<file path="config.mk">
export PLATFORM = sky130hd
export DESIGN_NAME = ddr2_init_seq
export DESIGN_NICKNAME = d
export VERILOG_FILES = /design/src/rtl/ddr2_init_pkg.sv /design/src/rtl/ddr2_init_words.sv /design/src/rtl/ddr2_init_timer.sv /design/src/rtl/ddr2_init_seq.sv
export SDC_FILE = /design/constraint.sdc
export NUM_CORES = 1
export LEC_CHECK = 0
export ABC_AREA = 1
export BUFFER_PORTS_ARGS = -buffer_cell sky130_fd_sc_hd__buf_2
export CAP_MARGIN = 20
export CORE_ASPECT_RATIO = 2
export CORE_MARGIN = 2
export CORE_UTILIZATION = 50
export CTS_CLUSTER_SIZE = 20
export DETAILED_ROUTE_END_ITERATION = 8
export GPL_TIMING_DRIVEN = 0
export HOLD_SLACK_MARGIN = 0.02
export PLACE_DENSITY = 0.76
export SYNTH_ARGS = -nofsm -noshare
export SYNTH_HDL_FRONTEND = slang
export SYNTH_SLANG_ARGS = --single-unit
</file>
<file path="constraint.sdc">
create_clock -name clk_i -period 1.6 [get_ports clk_i]
set_input_delay 0.16 -clock clk_i [delete_from_list [all_inputs] [get_ports clk_i]]
set_output_delay 0.16 -clock clk_i [all_outputs]
set_load 0.02 [all_outputs]
</file>
<file path="src/rtl/ddr2_init_pkg.sv">
package ddr2_init_pkg;

  typedef enum logic [3:0] {
    ST_CKE_LOW,
    ST_PWR_WAIT,
    ST_PREA0,
    ST_EMR_DLL,
    ST_MR_DLLRST,
    ST_PREA1,
    ST_REF0,
    ST_REF1,
    ST_MR_RUN,
    ST_EMR_OCDDEF,
    ST_EMR_OCDEXIT,
    ST_OIT_WAIT,
    ST_READY
  } step_e;

  typedef struct packed {
    logic cs_n;
    logic ras_n;
    logic cas_n;
    logic we_n;
  } pins_t;

  localparam pins_t PINS_NOP  = '{cs_n: 1'b0, ras_n: 1'b1, cas_n: 1'b1, we_n: 1'b1};
  localparam pins_t PINS_PREA = '{cs_n: 1'b0, ras_n: 1'b0, cas_n: 1'b1, we_n: 1'b0};
  localparam pins_t PINS_REF  = '{cs_n: 1'b0, ras_n: 1'b0, cas_n: 1'b0, we_n: 1'b1};
  localparam pins_t PINS_MODE = '{cs_n: 1'b0, ras_n: 1'b0, cas_n: 1'b0, we_n: 1'b0};

  function automatic logic is_cmd_step(step_e s);
    return (s >= ST_PREA0) && (s <= ST_EMR_OCDEXIT);
  endfunction

endpackage

</file>
<file path="src/rtl/ddr2_init_words.sv">
module ddr2_init_words
  import ddr2_init_pkg::*;
#(
  parameter int ADDR_W = 13,
  parameter int BA_W   = 2
) (
  input  step_e             step_i,
  input  logic              issue_i,
  input  logic              cfg_bl8_i,
  input  logic              cfg_bt_i,
  input  logic [2:0]        cfg_cl_i,
  input  logic [2:0]        cfg_wr_i,
  output pins_t             pins_o,
  output logic [BA_W-1:0]   ba_o,
  output logic [ADDR_W-1:0] addr_o
);

  localparam int A_PREA_ALL = 10;

  logic [ADDR_W-1:0] mr_word;
  logic [ADDR_W-1:0] emr_word;
  logic              dll_rst;
  logic [2:0]        ocd_field;

  // full register images rebuilt on every write
  always_comb begin
    dll_rst   = (step_i == ST_MR_DLLRST);
    ocd_field = (step_i == ST_EMR_OCDDEF) ? 3'b111 : 3'b000;

    mr_word       = '0;
    mr_word[2:0]  = cfg_bl8_i ? 3'b011 : 3'b010;
    mr_word[3]    = cfg_bt_i;
    mr_word[6:4]  = cfg_cl_i;
    mr_word[7]    = 1'b0;
    mr_word[8]    = dll_rst;
    mr_word[11:9] = cfg_wr_i;

    emr_word      = '0;
    emr_word[9:7] = ocd_field;
  end

  always_comb begin
    pins_o = PINS_NOP;
    ba_o   = '0;
    addr_o = '0;
    if (issue_i) begin
      unique case (step_i)
        ST_PREA0, ST_PREA1: begin
          pins_o             = PINS_PREA;
          addr_o[A_PREA_ALL] = 1'b1;
        end
        ST_REF0, ST_REF1: pins_o = PINS_REF;
        ST_MR_DLLRST, ST_MR_RUN: begin
          pins_o = PINS_MODE;
          addr_o = mr_word;
        end
        ST_EMR_DLL, ST_EMR_OCDDEF, ST_EMR_OCDEXIT: begin
          pins_o = PINS_MODE;
          ba_o   = BA_W'(1);
          addr_o = emr_word;
        end
        default: pins_o = PINS_NOP;
      endcase
    end
  end

endmodule

</file>
<file path="src/rtl/ddr2_init_timer.sv">
module ddr2_init_timer #(
  parameter int          CW      = 8,
  parameter int          LW      = 8,
  parameter int unsigned RST_VAL = 0
) (
  input  logic          clk_i,
  input  logic          rst_ni,
  input  logic          load_i,
  input  logic [CW-1:0] load_val_i,
  output logic          zero_o,
  input  logic          lock_arm_i,
  input  logic [LW-1:0] lock_val_i,
  output logic          lock_done_o
);

  logic [CW-1:0] cnt_q;
  logic [LW-1:0] lock_q;
  logic          armed_q;

  // gap counter: loaded per command, runs down through NOP cycles
  always_ff @(posedge clk_i or negedge rst_ni) begin
    if (!rst_ni)                cnt_q <= CW'(RST_VAL);
    else if (load_i)            cnt_q <= load_val_i;
    else if (cnt_q != '0)       cnt_q <= cnt_q - 1'b1;
  end

  always_ff @(posedge clk_i or negedge rst_ni) begin
    if (!rst_ni) begin
      lock_q  <= '0;
      armed_q <= 1'b0;
    end else if (lock_arm_i) begin
      lock_q  <= lock_val_i;
      armed_q <= 1'b1;
    end else if (lock_q != '0) begin
      lock_q  <= lock_q - 1'b1;
    end
  end

  assign zero_o      = (cnt_q == '0);
  assign lock_done_o = armed_q && (lock_q == '0);

endmodule

</file>
<file path="src/rtl/ddr2_init_seq.sv">
module ddr2_init_seq
  import ddr2_init_pkg::*;
#(
  parameter int T_CKE_LOW  = 4,
  parameter int T_PWR      = 40,
  parameter int T_RP       = 3,
  parameter int T_MRD      = 2,
  parameter int T_RFC      = 11,
  parameter int T_OIT      = 3,
  parameter int T_DLL_LOCK = 200,
  parameter int ADDR_W     = 13,
  parameter int BA_W       = 2
) (
  input  logic              clk_i,
  input  logic              rst_ni,
  input  logic              cfg_bl8_i,
  input  logic              cfg_bt_i,
  input  logic [2:0]        cfg_cl_i,
  input  logic [2:0]        cfg_wr_i,
  output logic              cke_o,
  output logic              cs_no,
  output logic              ras_no,
  output logic              cas_no,
  output logic              we_no,
  output logic [BA_W-1:0]   ba_o,
  output logic [ADDR_W-1:0] addr_o,
  output logic              odt_o,
  output logic              done_o
);

  localparam int MAX_A = (T_PWR > T_RFC) ? T_PWR : T_RFC;
  localparam int MAX_B = (T_RP > T_MRD) ? T_RP : T_MRD;
  localparam int MAX_C = (T_OIT > T_CKE_LOW) ? T_OIT : T_CKE_LOW;
  localparam int MAX_D = (MAX_A > MAX_B) ? MAX_A : MAX_B;
  localparam int MAX_G = (MAX_D > MAX_C) ? MAX_D : MAX_C;
  localparam int CW    = $clog2(MAX_G + 1);
  localparam int LW    = $clog2(T_DLL_LOCK + 1);

  step_e         step_q, step_d;
  logic          zero, lock_done, load, lock_arm, issue;
  logic [CW-1:0] load_val;
  pins_t         pins;

  function automatic logic [CW-1:0] gap_after(step_e s);
    unique case (s)
      ST_PREA0, ST_PREA1: return CW'(T_RP - 1);
      ST_REF0, ST_REF1:   return CW'(T_RFC - 1);
      ST_EMR_OCDEXIT:     return CW'(T_OIT - 1);
      default:            return CW'(T_MRD - 1);
    endcase
  endfunction

  always_comb begin
    step_d   = step_q;
    load     = 1'b0;
    load_val = '0;
    lock_arm = 1'b0;
    unique case (step_q)
      ST_CKE_LOW: if (zero) begin
        step_d   = ST_PWR_WAIT;
        load     = 1'b1;
        load_val = CW'(T_PWR - 1);
      end
      ST_PWR_WAIT: if (zero) step_d = ST_PREA0;
      ST_OIT_WAIT: if (zero && lock_done) step_d = ST_READY;
      ST_READY:    step_d = ST_READY;
      default: if (zero) begin
        step_d   = step_e'(step_q + 4'd1);
        load     = 1'b1;
        load_val = gap_after(step_q);
        lock_arm = (step_q == ST_MR_DLLRST);
      end
    endcase
  end

  always_ff @(posedge clk_i or negedge rst_ni) begin
    if (!rst_ni) step_q <= ST_CKE_LOW;
    else         step_q <= step_d;
  end

  ddr2_init_timer #(
    .CW      (CW),
    .LW      (LW),
    .RST_VAL (T_CKE_LOW - 1)
  ) timer_i (
    .clk_i       (clk_i),
    .rst_ni      (rst_ni),
    .load_i      (load),
    .load_val_i  (load_val),
    .zero_o      (zero),
    .lock_arm_i  (lock_arm),
    .lock_val_i  (LW'(T_DLL_LOCK - 1)),
    .lock_done_o (lock_done)
  );

  assign issue = is_cmd_step(step_q) && zero;

  ddr2_init_words #(
    .ADDR_W (ADDR_W),
    .BA_W   (BA_W)
  ) words_i (
    .step_i    (step_q),
    .issue_i   (issue),
    .cfg_bl8_i (cfg_bl8_i),
    .cfg_bt_i  (cfg_bt_i),
    .cfg_cl_i  (cfg_cl_i),
    .cfg_wr_i  (cfg_wr_i),
    .pins_o    (pins),
    .ba_o      (ba_o),
    .addr_o    (addr_o)
  );

  assign cs_no  = pins.cs_n;
  assign ras_no = pins.ras_n;
  assign cas_no = pins.cas_n;
  assign we_no  = pins.we_n;
  assign cke_o  = (step_q != ST_CKE_LOW);
  assign odt_o  = 1'b0;
  assign done_o = (step_q == ST_READY);

endmodule

</file>
Word level (Yosys, flattened, before mapping)
Index checks and enable logic that the tools add are counted.
{"block": "totals", "output_inout_bits": 22, "inputBits": 10, "word_cells": 73, "register_bits": 19}
{"block": "op_classes", "magnitude_cmp": 2, "mux": 27, "add_sub_neg": 3, "reduce_logical": 22, "eq_ne": 15}
{"op": "4-bit two-way mux", "count": 6}
{"op": "4-bit equality test (second input constant)", "count": 5}
{"op": "10-bit one-hot mux with 2 select lines", "count": 1}
{"op": "6-bit two-way mux", "count": 3}
{"op": "4-bit by 3-bit equality test with 1-bit output (second input constant)", "count": 4}
{"op": "8-bit two-way mux", "count": 2}
{"op": "4-bit one-hot mux with 4 select lines", "count": 1}
{"op": "13-bit two-way mux", "count": 1}
{"op": "6-bit one-hot mux with 2 select lines", "count": 1}
{"op": "3-bit one-hot mux with 3 select lines", "count": 1}
{"op": "3-bit OR reduction", "count": 3}
{"op": "4-bit by 2-bit equality test with 1-bit output (second input constant)", "count": 2}
{"op": "8-bit zero test", "count": 1}
{"op": "4-bit one-hot mux with 2 select lines", "count": 1}
{"op": "8-bit nonzero test", "count": 1}
{"op": "8-bit by 1-bit subtractor with 8-bit output (second input constant)", "count": 1}
{"op": "1-bit two-way mux", "count": 7}
{"op": "6-bit zero test", "count": 1}
{"op": "2-bit inequality test (second input constant)", "count": 3}
{"op": "6-bit nonzero test", "count": 1}
{"op": "2-bit OR reduction", "count": 3}
{"op": "6-bit by 1-bit subtractor with 6-bit output (second input constant)", "count": 1}
{"op": "5-bit OR reduction", "count": 1}
{"op": "4-bit by 1-bit adder with 4-bit output (second input constant)", "count": 1}
{"op": "13 further kinds", "count": 17}

Longest topological paths before layout
Gate-level depths: netlist (run 1).
{"block": "logic_depth", "depth_word": 6, "mapped_depth": 10, "ltp_nobuf": 10}

Modules after synthesis
A second synthesis (run 1) with hierarchy kept.
{"block": "hier_totals", "hier_cells": 264, "area_unflattened_um2": 1775.5}
{"mod": "ddr2_init_timer", "cells_each": 130, "instances": 1, "seq_area_each_um2": 377.9, "area_per_inst_um2": 959.7}
{"mod": "ddr2_init_seq", "cells_each": 78, "instances": 1, "seq_area_each_um2": 100.1, "area_per_inst_um2": 541.8}
{"mod": "ddr2_init_words", "cells_each": 56, "instances": 1, "seq_area_each_um2": 0.0, "area_per_inst_um2": 274.0}

Worst setup path after synthesis (run 1)
Ideal clock, no wire load.
{"block": "synth_path", "path_kind": "reg-to-output", "startpoint": "register timer_i.cnt_q[0]", "endpoint": "output addr_o[3]", "arrival_ns": 1.473, "required_ns": 1.440, "path_stages_with_launch": 9, "slack_ns": -0.033, "path_buffers": 0, "cell_sequence": "dfstp_2 > inv_1 > ha_1 > nand2_1 > nor2_4 > nand2_4 > nor2_8 > nand2_2 > nor2_1"}
{"block": "synth_between", "elab_chain_cells": 3}
{"element": "start, declared", "line_no": "ddr2_init_timer.sv:16", "source": "logic [CW-1:0] cnt_q;"}
{"element": "start signal, assigned", "line_no": "ddr2_init_timer.sv:22", "source": "if (!rst_ni) cnt_q <= CW'(RST_VAL);"}
{"element": "start signal, assigned", "line_no": "ddr2_init_timer.sv:23", "source": "else if (load_i) cnt_q <= load_val_i;"}
{"element": "start signal, assigned", "line_no": "ddr2_init_timer.sv:24", "source": "else if (cnt_q != '0) cnt_q <= cnt_q - 1'b1;"}
{"element": "6-bit zero test", "line_no": "ddr2_init_timer.sv:39", "source": "assign zero_o = (cnt_q == '0);"}
{"element": "1-bit logical AND", "line_no": "ddr2_init_seq.sv:96", "source": "assign issue = is_cmd_step(step_q) && zero;"}
{"element": "13-bit two-way mux", "line_no": "ddr2_init_words.sv:46", "source": "if (issue_i) begin"}
{"element": "end, declared", "line_no": "ddr2_init_seq.sv:26", "source": "output logic [ADDR_W-1:0] addr_o,"}
No other way between the ends.

Worst setup path after layout (run 1)
{"block": "layout_path", "startpoint": "register step_q[0]", "endpoint": "output we_no"}
{"block": "layout_between", "elab_chain_cells": 4, "elab_cells_between_ends": 18, "cone_classes": "2 x order compare; 9 x eq/ne; 2 x mux; 5 x reduce/logical"}
{"element": "start, declared", "line_no": "ddr2_init_seq.sv:39", "source": "step_e step_q, step_d;"}
{"element": "start signal, assigned", "line_no": "ddr2_init_seq.sv:78", "source": "else step_q <= step_d;"}
{"element": "4-bit by 2-bit equality test with 1-bit output, or another cell as far along", "line_no": "ddr2_init_words.sv:47", "source": "unique case (step_i)"}
{"element": "5-bit OR reduction (no source line), or another cell as far along"}
{"element": "3-bit one-hot mux with 3 select lines / 1-bit logical AND (equally long branches)", "line_no": "ddr2_init_words.sv:47, ddr2_init_seq.sv:96"}
{"element": "4-bit two-way mux (*)", "line_no": "ddr2_init_words.sv:46"}
{"element": "end, declared", "line_no": "ddr2_init_seq.sv:24", "source": "output logic we_no,"}
Every way passes the cells marked *; elsewhere a longest branch is shown, timed or not.

==> results.txt, run 1 <==
status = finished, violations left
violated checks = negative setup slack
worst-case reg-to-reg path depth = 11
Hold WC Path Type = input pin to asynchronous set/reset pin
Max Cap Viol = 0
worst hold margin = 393 ps
placed insts = 287
Cell Area, Synth = 1650 um^2
VDD IR max = 0.000264 V
WL/cell = 13.3 um
met3 WL = 94 um
CTS tree = yes
Final period util = 116%
remaining antenna violation count = 0
fin cells = 299
synthesized flop and latch total = 19
Hold Fails Final Rpt = 0
IO Pins = 32
sequential share of the synthesized area = 29.0%
Crit Reg-Reg Endpoint = step_q[1]
Max Fclk = 538 MHz
internal power = 0.675 mW
All-Layer GR Usage = 22.7%
most used cell, CP = nand2_1
Clk Latency, worst-skew pair = 250 ps
CTS root buffer = clkbuf_8
wl on met1 = 1.31 mm
Max Root-Sink Buffers = 2
syn avg cell area = 7.28 um^2
Final setup violation count = 17
Post-Synthesis Cells = 226
Combinational Power Share = 5.2%
WP buf/inv = 2
critical path fanouts, max = 7
flop-to-flop setup slack = 0 ps
row cnt = 29
Synth top area share = 25.9%
CP top delay family = simple AND/OR/NAND/NOR gates
Sw Pwr = 0.177 mW
Area Growth Syn to Fin = 30.7%
full die area = 3790 um^2
Worst setup EP type = output pin
top routing layer in use = met4
Period minus WS final = 1860 ps
vias = 1566
# clock sinks = 19
DRT iter0 DRCs = 35
RSZ-0062 raised after global routing = true
global route overflow = 0
Max stage delay cell, worst path = dfrtp_2
synth unique cells = 29
Met2 Wirelength = 2.45 mm
Reg power frac = 56.4%
Starting Density = 52.1%
vias in the first global route = 1559
Reg clk slew, reported paths = 70 ps
largest net degree at the start of global routing = 20
Setup TNS = -3160 ps
Worst Clk Skew = 2.07 ps
setup ws final = -258 ps
critical path cell sequence = buf_4, nand3_1, nand3_4, nor2_8, o21ai_1, nand2_1, nand2_1, buf_6
first-pass GRT wire length = 6.51 mm
CORE AREA = 3160 um^2
Leakage Power = 1.13 nW
CP Class = flop to output pin
HPWL Detailed = 2.96 mm
Die Span X = 44.6 um
CP Data Arrival Time = 1700 ps
max-slew violation count = 0
die height = 85.1 um
WP data required = 1440 ps
Worst R2R Start = timer_i.cnt_q[0]
Synthesis Warnings = 0
initial antenna violation count = 0
GP Congestion = 0.843
H-tree depth = 1
Levels on crit path = 8
Worst path max stage delay = 460 ps
Sw Ratio = 20.7%
Inserted Diodes = 0
CTS Buf Count = 3
PD cells = 396 nW/um^2
DRT Wirelength = 3.99 mm
PortBufs = 26
leading area contributor after synthesis = dfrtp_1
top area cells in the synthesized netlist = dfrtp_1, nand2_1, inv_1
fraction of layout cells with a size suffix above 1 = 40.7%
Via-to-Cell Ratio = 5.24
clock share of power = 38.4%
nets = 286
DRC violation count after routing = 0
1st-pass router iterations = 4
crit start category = flop
## layout make-up
cell class | count | area [um^2]
multi-input combinational | 164 | 1110
fill | 259 | 1010
sequential | 19 | 480
timing repair buffer | 34 | 255
inverter | 40 | 163
buffer | 7 | 60.1
clock buffer | 4 | 45.0
tap | 31 | 38.8
## Yosys cell counts
library cell	n
o211ai_1	4
o21ai_2	1
nand3b_1	1
a21o_1	1
a21oi_1	2
inv_2	6
o21ai_1	2
dfstp_2	2
nor2_8	3
xor2_1	3
ha_1	7
nand3_4	2
inv_4	1
nor2_4	5
nor2_1	19
xnor2_1	2
nand3_2	5
nor2_2	1
nand2_4	3
nand2_1	57
dfrtp_1	17
buf_4	5
nand3_1	20
nand4_1	3
inv_1	33
conb_1	1
nand2_2	8
o21ai_0	10
buf_6	2
## worst max path at each step
| stage | startpoint | to | slack, ps |
|---|---|---|---|
| 5_1_grt | timer_i.cnt_q[0] | we_no | -340 |
| 2_1_floorplan | timer_i.cnt_q[0] | addr_o[3] | -30 |
| 4_1_cts | step_q[0] | we_no | -280 |
| 3_5_place_dp | step_q[0] | we_no | -150 |
| 6_report | step_q[0] | we_no | -260 |
| 3_3_place_gp | step_q[0] | we_no | -140 |
## state kept, by name (all words and copies together) (netlist names)
name / flops
timer_i.cnt_q: 6
step_q: 4
timer_i.armed_q: 1
timer_i.lock_q: 8
## repair_timing
| action | CTS | global route |
|---|---|---|
| hold endpoints to repair | 17 | 0 |
| hold buffers | 1 | 0 |
| buffers inserted | 3 | 4 |
| setup endpoints to repair | 20 | 24 |
| gates resized for setup | 32 | 29 |
| pin swaps | 5 | 7 |
## stage by stage
step | utilization (%) | setup slack [ps] | cell area (um^2) | total power, mW
6_report | 68.1 | -258 | 2150 | 0.852
3_3_place_gp | 58.3 | -143 | 1840 | 0.529
5_1_grt | 68.1 | -342 | 2150 | 0.880
4_1_cts | 64.1 | -277 | 2020 | 0.856
3_5_place_dp | 58.3 | -154 | 1840 | 0.530
2_1_floorplan | - | -33.4 | 1670 | 0.511
## cell usage in the layout (no fill, tap or decap), drive strengths merged, types with 4 or more instances in the layout
master	instances
ha	7
clkbuf	4
o211ai	4
nand3	27
o21ai	13
conb	5
buf	40
nor2	28
inv	40
dfrtp	17
nand2	68
## power by group through the flow
| stage | Sequential (mW) | Clock, mW | Combinational [mW] |
|---|---|---|---|
| 2_1_floorplan | 0.489 | 0 | 0.0212 |
| 3_3_place_gp | 0.489 | 0 | 0.0400 |
| 6_report | 0.480 | 0.327 | 0.0441 |
| 4_1_cts | 0.480 | 0.333 | 0.0427 |
| 5_1_grt | 0.480 | 0.351 | 0.0487 |
| 3_5_place_dp | 0.489 | 0 | 0.0409 |
## cell families after synthesis
| logic type | after synthesis | synth area share, % |
|---|---|---|
| and+or+nand+nor | 127 | 42.7 |
| buffers and inverters | 47 | 12.9 |
| AOI/OAI and AO/OA | 20 | 7.07 |
| DFF | 19 | 29.0 |
| adders and majority gates | 7 | 5.32 |
| xor gates and xnor gates | 5 | 2.66 |
| other | 1 | 0.228 |
## per-layer routing
metal	global-route usage, %	vias to the layer above
met2	45.2	36
met1	20.5	738
met4	11.8	0
met3	1.28	12
met5	0	-
li1	-	780
No activity file was read; power rests on OpenSTA's default activity.
==> inputs of run 2 (changes only) <==
--- a/config.mk
+++ b/config.mk
@@ -16,6 +16,8 @@
 export GPL_TIMING_DRIVEN = 0
 export HOLD_SLACK_MARGIN = 0.02
 export PLACE_DENSITY = 0.76
+export SETUP_SLACK_MARGIN = 0.05
+export SKIP_LAST_GASP = 1
 export SYNTH_ARGS = -nofsm -noshare
 export SYNTH_HDL_FRONTEND = slang
 export SYNTH_SLANG_ARGS = --single-unit
==> run 2 against run 1 <==
  * The run still ends with negative setup slack left
  * First-iteration DRC count decreased by 20%
  * Sequential share of layout area increased by 0.32 points
  * Maximum frequency decreased by 0.75%
  * Total power increased by 1.0%
  * Combinational power about the same
  * Wire length decreased by 2.2%
  * Global-route usage decreased by 0.75 points
  * Critical path depth increased by 1
  * Clock power increased by 3%
  * Setup slack got worse by 14 ps
  * Critical path type unchanged
  * Critical endpoint is now addr_o[9]
  * Largest cell class unchanged
==> results.txt, run 2 (same netlist as run 1, synthesis figures left out) <==
Setup TNS = -3610 ps (was -3160 ps)
most used cell, CP = nand2_4 (was nand2_1)
Starting Density = 52.1% (unchanged)
Hold Fails Final Rpt = 0 (unchanged)
WP data required = 1440 ps (about the same)
CTS tree = yes (unchanged)
HPWL Detailed = 2.86 mm (was 2.96 mm)
# clock sinks = 19 (unchanged)
CP Data Arrival Time = 1710 ps (was 1700 ps)
Worst setup EP type = output pin (unchanged)
worst hold margin = 376 ps (was 393 ps)
Reg clk slew, reported paths = 70 ps (about the same)
critical path cell sequence = inv_4, ha_4, nand2_4, nor2_4, nand2_4, nor2_8, nand2_4, o21ai_2, buf_4 (was buf_4, nand3_1, nand3_4, nor2_8, o21ai_1, nand2_1, nand2_1, buf_6)
full die area = 3790 um^2 (unchanged)
row cnt = 29 (unchanged)
RSZ-0062 raised after global routing = true (unchanged)
Max stage delay cell, worst path = dfstp_2 (was dfrtp_2)
nets = 284 (was 286)
DRC violation count after routing = 0 (unchanged)
Worst path max stage delay = 390 ps (was 460 ps)
DRT iter0 DRCs = 28 (was 35)
crit start category = flop (unchanged)
Period minus WS final = 1870 ps (was 1860 ps)
PD cells = 406 nW/um^2 (was 396 nW/um^2)
vias in the first global route = 1513 (was 1559)
setup ws final = -272 ps (was -258 ps)
initial antenna violation count = 0 (unchanged)
fraction of layout cells with a size suffix above 1 = 40.6% (was 40.7%)
Hold WC Path Type = input pin to asynchronous set/reset pin (unchanged)
Die Span X = 44.6 um (unchanged)
Area Growth Syn to Fin = 28.9% (was 30.7%)
All-Layer GR Usage = 21.9% (was 22.7%)
status = finished, violations left (unchanged)
DRT Wirelength = 3.91 mm (was 3.99 mm)
Clk Latency, worst-skew pair = 260 ps (was 250 ps)
Max Fclk = 534 MHz (was 538 MHz)
IO Pins = 32 (unchanged)
CTS Buf Count = 3 (unchanged)
WL/cell = 13.1 um (was 13.3 um)
max-slew violation count = 0 (unchanged)
Max Root-Sink Buffers = 2 (unchanged)
most frequent cells in the layout = nand2_1, inv_1, nand3_1, buf_4, dfrtp_1 (was nand2_1, inv_1, buf_4, nand3_1, dfrtp_1)
Inserted Diodes = 0 (unchanged)
largest net degree at the start of global routing = 20 (unchanged)
Via-to-Cell Ratio = 5.27 (was 5.24)
Regs by FF count = timer_i.lock_q: 8 flops, timer_i.cnt_q: 6 flops, step_q: 4 flops (unchanged)
commonest non-fill, non-tap cell in the layout = nand2_1 (unchanged)
PortBufs = 26 (unchanged)
GP Congestion = 0.835 (was 0.843)
Leakage Power = 1.13 nW (about the same)
CTS root buffer = clkbuf_8 (unchanged)
global route overflow = 0 (unchanged)
CP Class = flop to output pin (unchanged)
Final setup violation count = 15 (was 17)
H-tree depth = 1 (unchanged)
WP buf/inv = 2 (unchanged)
1st-pass router iterations = 4 (unchanged)
CORE AREA = 3160 um^2 (unchanged)
vias = 1564 (was 1566)
violated checks = negative setup slack (unchanged)
remaining antenna violation count = 0 (unchanged)
VDD IR max = 0.000332 V (was 0.000264 V)
fillers = 271 (was 259)
first-pass GRT wire length = 6.36 mm (was 6.51 mm)
critical path fanouts, max = 7 (unchanged)
Largest Register = timer_i.lock_q (unchanged)
die height = 85.1 um (unchanged)
Final period util = 117% (was 116%)
Worst Clk Skew = 8.60 ps (was 2.07 ps)
CP top delay family = simple AND/OR/NAND/NOR gates (unchanged)
max reg flops = 8 (unchanged)
dpl ws = -196 ps (was -154 ps)
Max Cap Viol = 0 (unchanged)
run 2: cell count changes in the layout (fill, tap and decap cells not counted), moves of 2 or more:
cell     previous run  this run
buf_4              22        17
nor2_4              9         7
nand2_1            53        49
buf_6               8        10
nand2_2            10        13
run 2: layout make-up:
type	instances	area (um^2)	share of cell area [%]
multi-input combinational	164	1090	51.4
inverter	40	160	7.55
tap	31	38.8	1.83
buffer	7	60.1	2.83
timing repair buffer	32	245	11.6
clock buffer	4	45.0	2.12
sequential	19	480	22.7
run 2: routing by layer:
metal | global-route usage [%] | wire (um) | vias up
li1 | - | - | 769
met1 | 20.9 | 1300 | 719
met2 | 41.2 | 2280 | 61
met3 | 1.91 | 145 | 15
met4 | 13.5 | 184 | 0
met5 | 0 | 0 | -
run 2: stage by stage:
step	power, mW	util (%)	cells	cell area [um^2]
5_1_grt	0.896	67.2	297	2120
3_3_place_gp	0.530	58.5	287	1850
3_5_place_dp	0.531	58.5	287	1850
4_1_cts	0.860	64.2	295	2030
2_1_floorplan	0.511	-	230	1680
6_report	0.860	67.2	297	2120
run 2: path summary, 6_finish.rpt:
path	cells past startpoint	endpoint	slack, ps	from
max	9	addr_o[9]	-270	timer_i.cnt_q[0]
max in group asynchronous	2	timer_i.cnt_q[1]	900	rst_ni
max reg2reg	11	step_q[1]	10	timer_i.cnt_q[0]
min	2	timer_i.armed_q	380	rst_ni
min reg2reg	2	timer_i.cnt_q[1]	510	timer_i.cnt_q[1]
min in group clk_i	2	timer_i.cnt_q[1]	510	timer_i.cnt_q[1]
run 2: power breakdown:
| group | leakage, nW | internal (mW) | switching (mW) | total, mW |
|---|---|---|---|---|
| sequential | 0.221 | 0.480 | 0 | 0.480 |
| combinational | 0.885 | 0.0179 | 0.0261 | 0.0440 |
| clock | 0.0228 | 0.177 | 0.159 | 0.336 |
| total | 1.13 | 0.675 | 0.185 | 0.860 |
run 2: timing repair:
action                                  4_1_cts  5_1_grt
endpoints found under the hold margin        17        0
pin swaps                                     4        5
setup buffers                                 3        2
hold buffers                                  1        0
endpoints found under the setup margin       25       25
gates resized for setup                      31       25
==> inputs of run 3 (changes only) <==
--- a/config.mk
+++ b/config.mk
@@ -16,6 +16,7 @@
 export GPL_TIMING_DRIVEN = 0
 export HOLD_SLACK_MARGIN = 0.02
 export PLACE_DENSITY = 0.76
+export RECOVER_POWER = 50
 export SETUP_SLACK_MARGIN = 0.05
 export SKIP_LAST_GASP = 1
 export SYNTH_ARGS = -nofsm -noshare
==> run 3 against run 2 <==
  * The flow still finishes with violations (negative setup slack)
  * Worst hold slack improved by 130 ps
  * Maximum frequency unchanged
  * Clock-buffer cell count unchanged
  * Final cell count unchanged
  * Combinational power decreased by 0.9%
  * Clock power about the same
  * Sequential power about the same
  * Setup slack about the same
  * First-iteration DRC count unchanged
  * Critical endpoint unchanged
==> results.txt, run 3 (same netlist as run 1, synthesis figures left out) <==
PD cells = 406 nW/um^2 (about the same)
Final period util = 117% (about the same)
Reg clk slew, reported paths = 70 ps (about the same)
Hold Fails Final Rpt = 0 (unchanged)
Inserted Diodes = 0 (unchanged)
fin cells = 297 (unchanged)
die height = 85.1 um (unchanged)
vias in the first global route = 1513 (unchanged)
Via-to-Cell Ratio = 5.27 (unchanged)
Regs by FF count = timer_i.lock_q: 8 flops, timer_i.cnt_q: 6 flops, step_q: 4 flops (unchanged)
Worst path max stage delay = 390 ps (about the same)
GP Congestion = 0.835 (unchanged)
CORE AREA = 3160 um^2 (unchanged)
H-tree depth = 1 (unchanged)
Max stage delay cell, worst path = dfstp_2 (unchanged)
multi-input logic area = 1090 um^2 (unchanged)
HPWL Detailed = 2.86 mm (unchanged)
IO Pins = 32 (unchanged)
fraction of layout cells with a size suffix above 1 = 40.2% (was 40.6%)
Leakage Power = 1.13 nW (about the same)
1st-pass router iterations = 4 (unchanged)
Area Growth Syn to Fin = 28.8% (was 28.9%)
Worst setup EP type = output pin (unchanged)
max-slew violation count = 0 (unchanged)
row cnt = 29 (unchanged)
Max Cap Viol = 0 (unchanged)
Clk Latency, worst-skew pair = 260 ps (about the same)
register cell area after layout = 480 um^2 (unchanged)
Hold WC Path Type = flop to flop (was input pin to asynchronous set/reset pin)
RSZ-0062 raised after global routing = true (unchanged)
# clock sinks = 19 (unchanged)
full die area = 3790 um^2 (unchanged)
Die Span X = 44.6 um (unchanged)
Max Root-Sink Buffers = 2 (unchanged)
remaining antenna violation count = 0 (unchanged)
first-pass GRT wire length = 6.36 mm (unchanged)
CTS root buffer = clkbuf_8 (unchanged)
CTS tree = yes (unchanged)
WP buf/inv = 2 (unchanged)
setup ws final = -272 ps (about the same)
critical path cell sequence = inv_4, ha_4, nand2_4, nor2_4, nand2_4, nor2_8, nand2_4, o21ai_2, buf_4 (unchanged)
placed insts = 287 (unchanged)
Worst Clk Skew = 8.60 ps (about the same)
All-Layer GR Usage = 21.9% (unchanged)
fillers = 272 (was 271)
largest net degree at the start of global routing = 20 (unchanged)
violated checks = negative setup slack (unchanged)
Slew @ Worst Pin = 1010 ps
dpl ws = -196 ps (unchanged)
Largest Register = timer_i.lock_q (unchanged)
Period minus WS final = 1870 ps (about the same)
Final setup violation count = 15 (unchanged)
WL/cell = 13.1 um (unchanged)
max reg flops = 8 (unchanged)
CTS Buf Count = 3 (unchanged)
Starting Density = 52.1% (unchanged)
global route overflow = 0 (unchanged)
crit start category = flop (unchanged)
Max transition margin = 32.6%
most used cell, CP = nand2_4 (unchanged)
DRC violation count after routing = 0 (unchanged)
vias = 1564 (unchanged)
CP Data Arrival Time = 1710 ps (about the same)
critical path fanouts, max = 7 (unchanged)
Max Fclk = 534 MHz (unchanged)
VDD IR max = 0.000332 V (about the same)
CP Class = flop to output pin (unchanged)
commonest non-fill, non-tap cell in the layout = nand2_1 (unchanged)
most frequent cells in the layout = nand2_1, inv_1, nand3_1, buf_4, dfrtp_1 (unchanged)
initial antenna violation count = 0 (unchanged)
status = finished, violations left (unchanged)
CP top delay family = simple AND/OR/NAND/NOR gates (unchanged)
PortBufs = 26 (unchanged)
DRT iter0 DRCs = 28 (unchanged)
nets = 284 (unchanged)
DRT Wirelength = 3.91 mm (unchanged)
WP data required = 1440 ps (about the same)
## run 3: cell count changes in the layout (fill, tap and decap cells not counted), sizes merged
cell,delta
buf,-1
clkbuf,+1
## run 3: final timing paths
path                             startpoint               end  slack (ps)  depth (start not counted)
min reg2reg                timer_i.cnt_q[1]  timer_i.cnt_q[1]         510                          2
max                        timer_i.cnt_q[0]         addr_o[9]        -270                          9
max reg2reg                timer_i.cnt_q[0]         step_q[1]          10                         11
max in group asynchronous            rst_ni         step_q[1]         320                          2
min in group asynchronous            rst_ni   timer_i.armed_q         600                          2
min                        timer_i.cnt_q[1]  timer_i.cnt_q[1]         510                          2
## run 3: timing repair
item	4_1_cts	5_1_grt
endpoints found under the setup margin	25	25
gates resized for setup	31	25
endpoints found under the hold margin	17	0
setup buffers	3	2
pin swaps	4	5
hold buffers	1	0
## run 3: stage by stage
stage / total power, mW / setup TNS, ps / instance area, um^2 / hold WS [ps] / utilization (%)
6_report: 0.860 / -3610 / 2120 / 508 / 67.1
4_1_cts: 0.860 / -4070 / 2030 / 389 / 64.2
2_1_floorplan: 0.511 / -73.3 / 1680 / -136 / -
3_3_place_gp: 0.530 / -1500 / 1850 / 115 / 58.5
3_5_place_dp: 0.531 / -1680 / 1850 / 127 / 58.5
5_1_grt: 0.896 / -5190 / 2120 / 535 / 67.1
## run 3: metal layers
layer / GRT usage (%) / up-vias / share of wire (%)
li1: - / 769 / -
met1: 20.9 / 719 / 33
met2: 41.2 / 61 / 58
met3: 1.91 / 15 / 3.7
met4: 13.5 / 0 / 4.7
met5: 0 / - / 0
## run 3: final cells by class
type / instances / share of cell area (%)
Multi-Input combinational cell: 164 / 51.5
Buffer: 7 / 2.83
Inverter: 40 / 7.56
Clock buffer: 4 / 2.13
Timing Repair Buffer: 32 / 11.5
Sequential cell: 19 / 22.7
Tap cell: 31 / 1.83
## run 3: worst reg2reg max path: cells and delay by family (launching register included)
kind / cells / cell delay [ps]
buf+inv: 2 / 180
flops: 1 / 560
simple gates: 8 / 570
fa+ha+maj: 1 / 170
## run 3: power breakdown
group	internal [mW]	switching [mW]	total, mW
registers	0.480	0	0.480
logic	0.0176	0.0261	0.0436
clock network	0.177	0.159	0.336
total	0.675	0.185	0.860
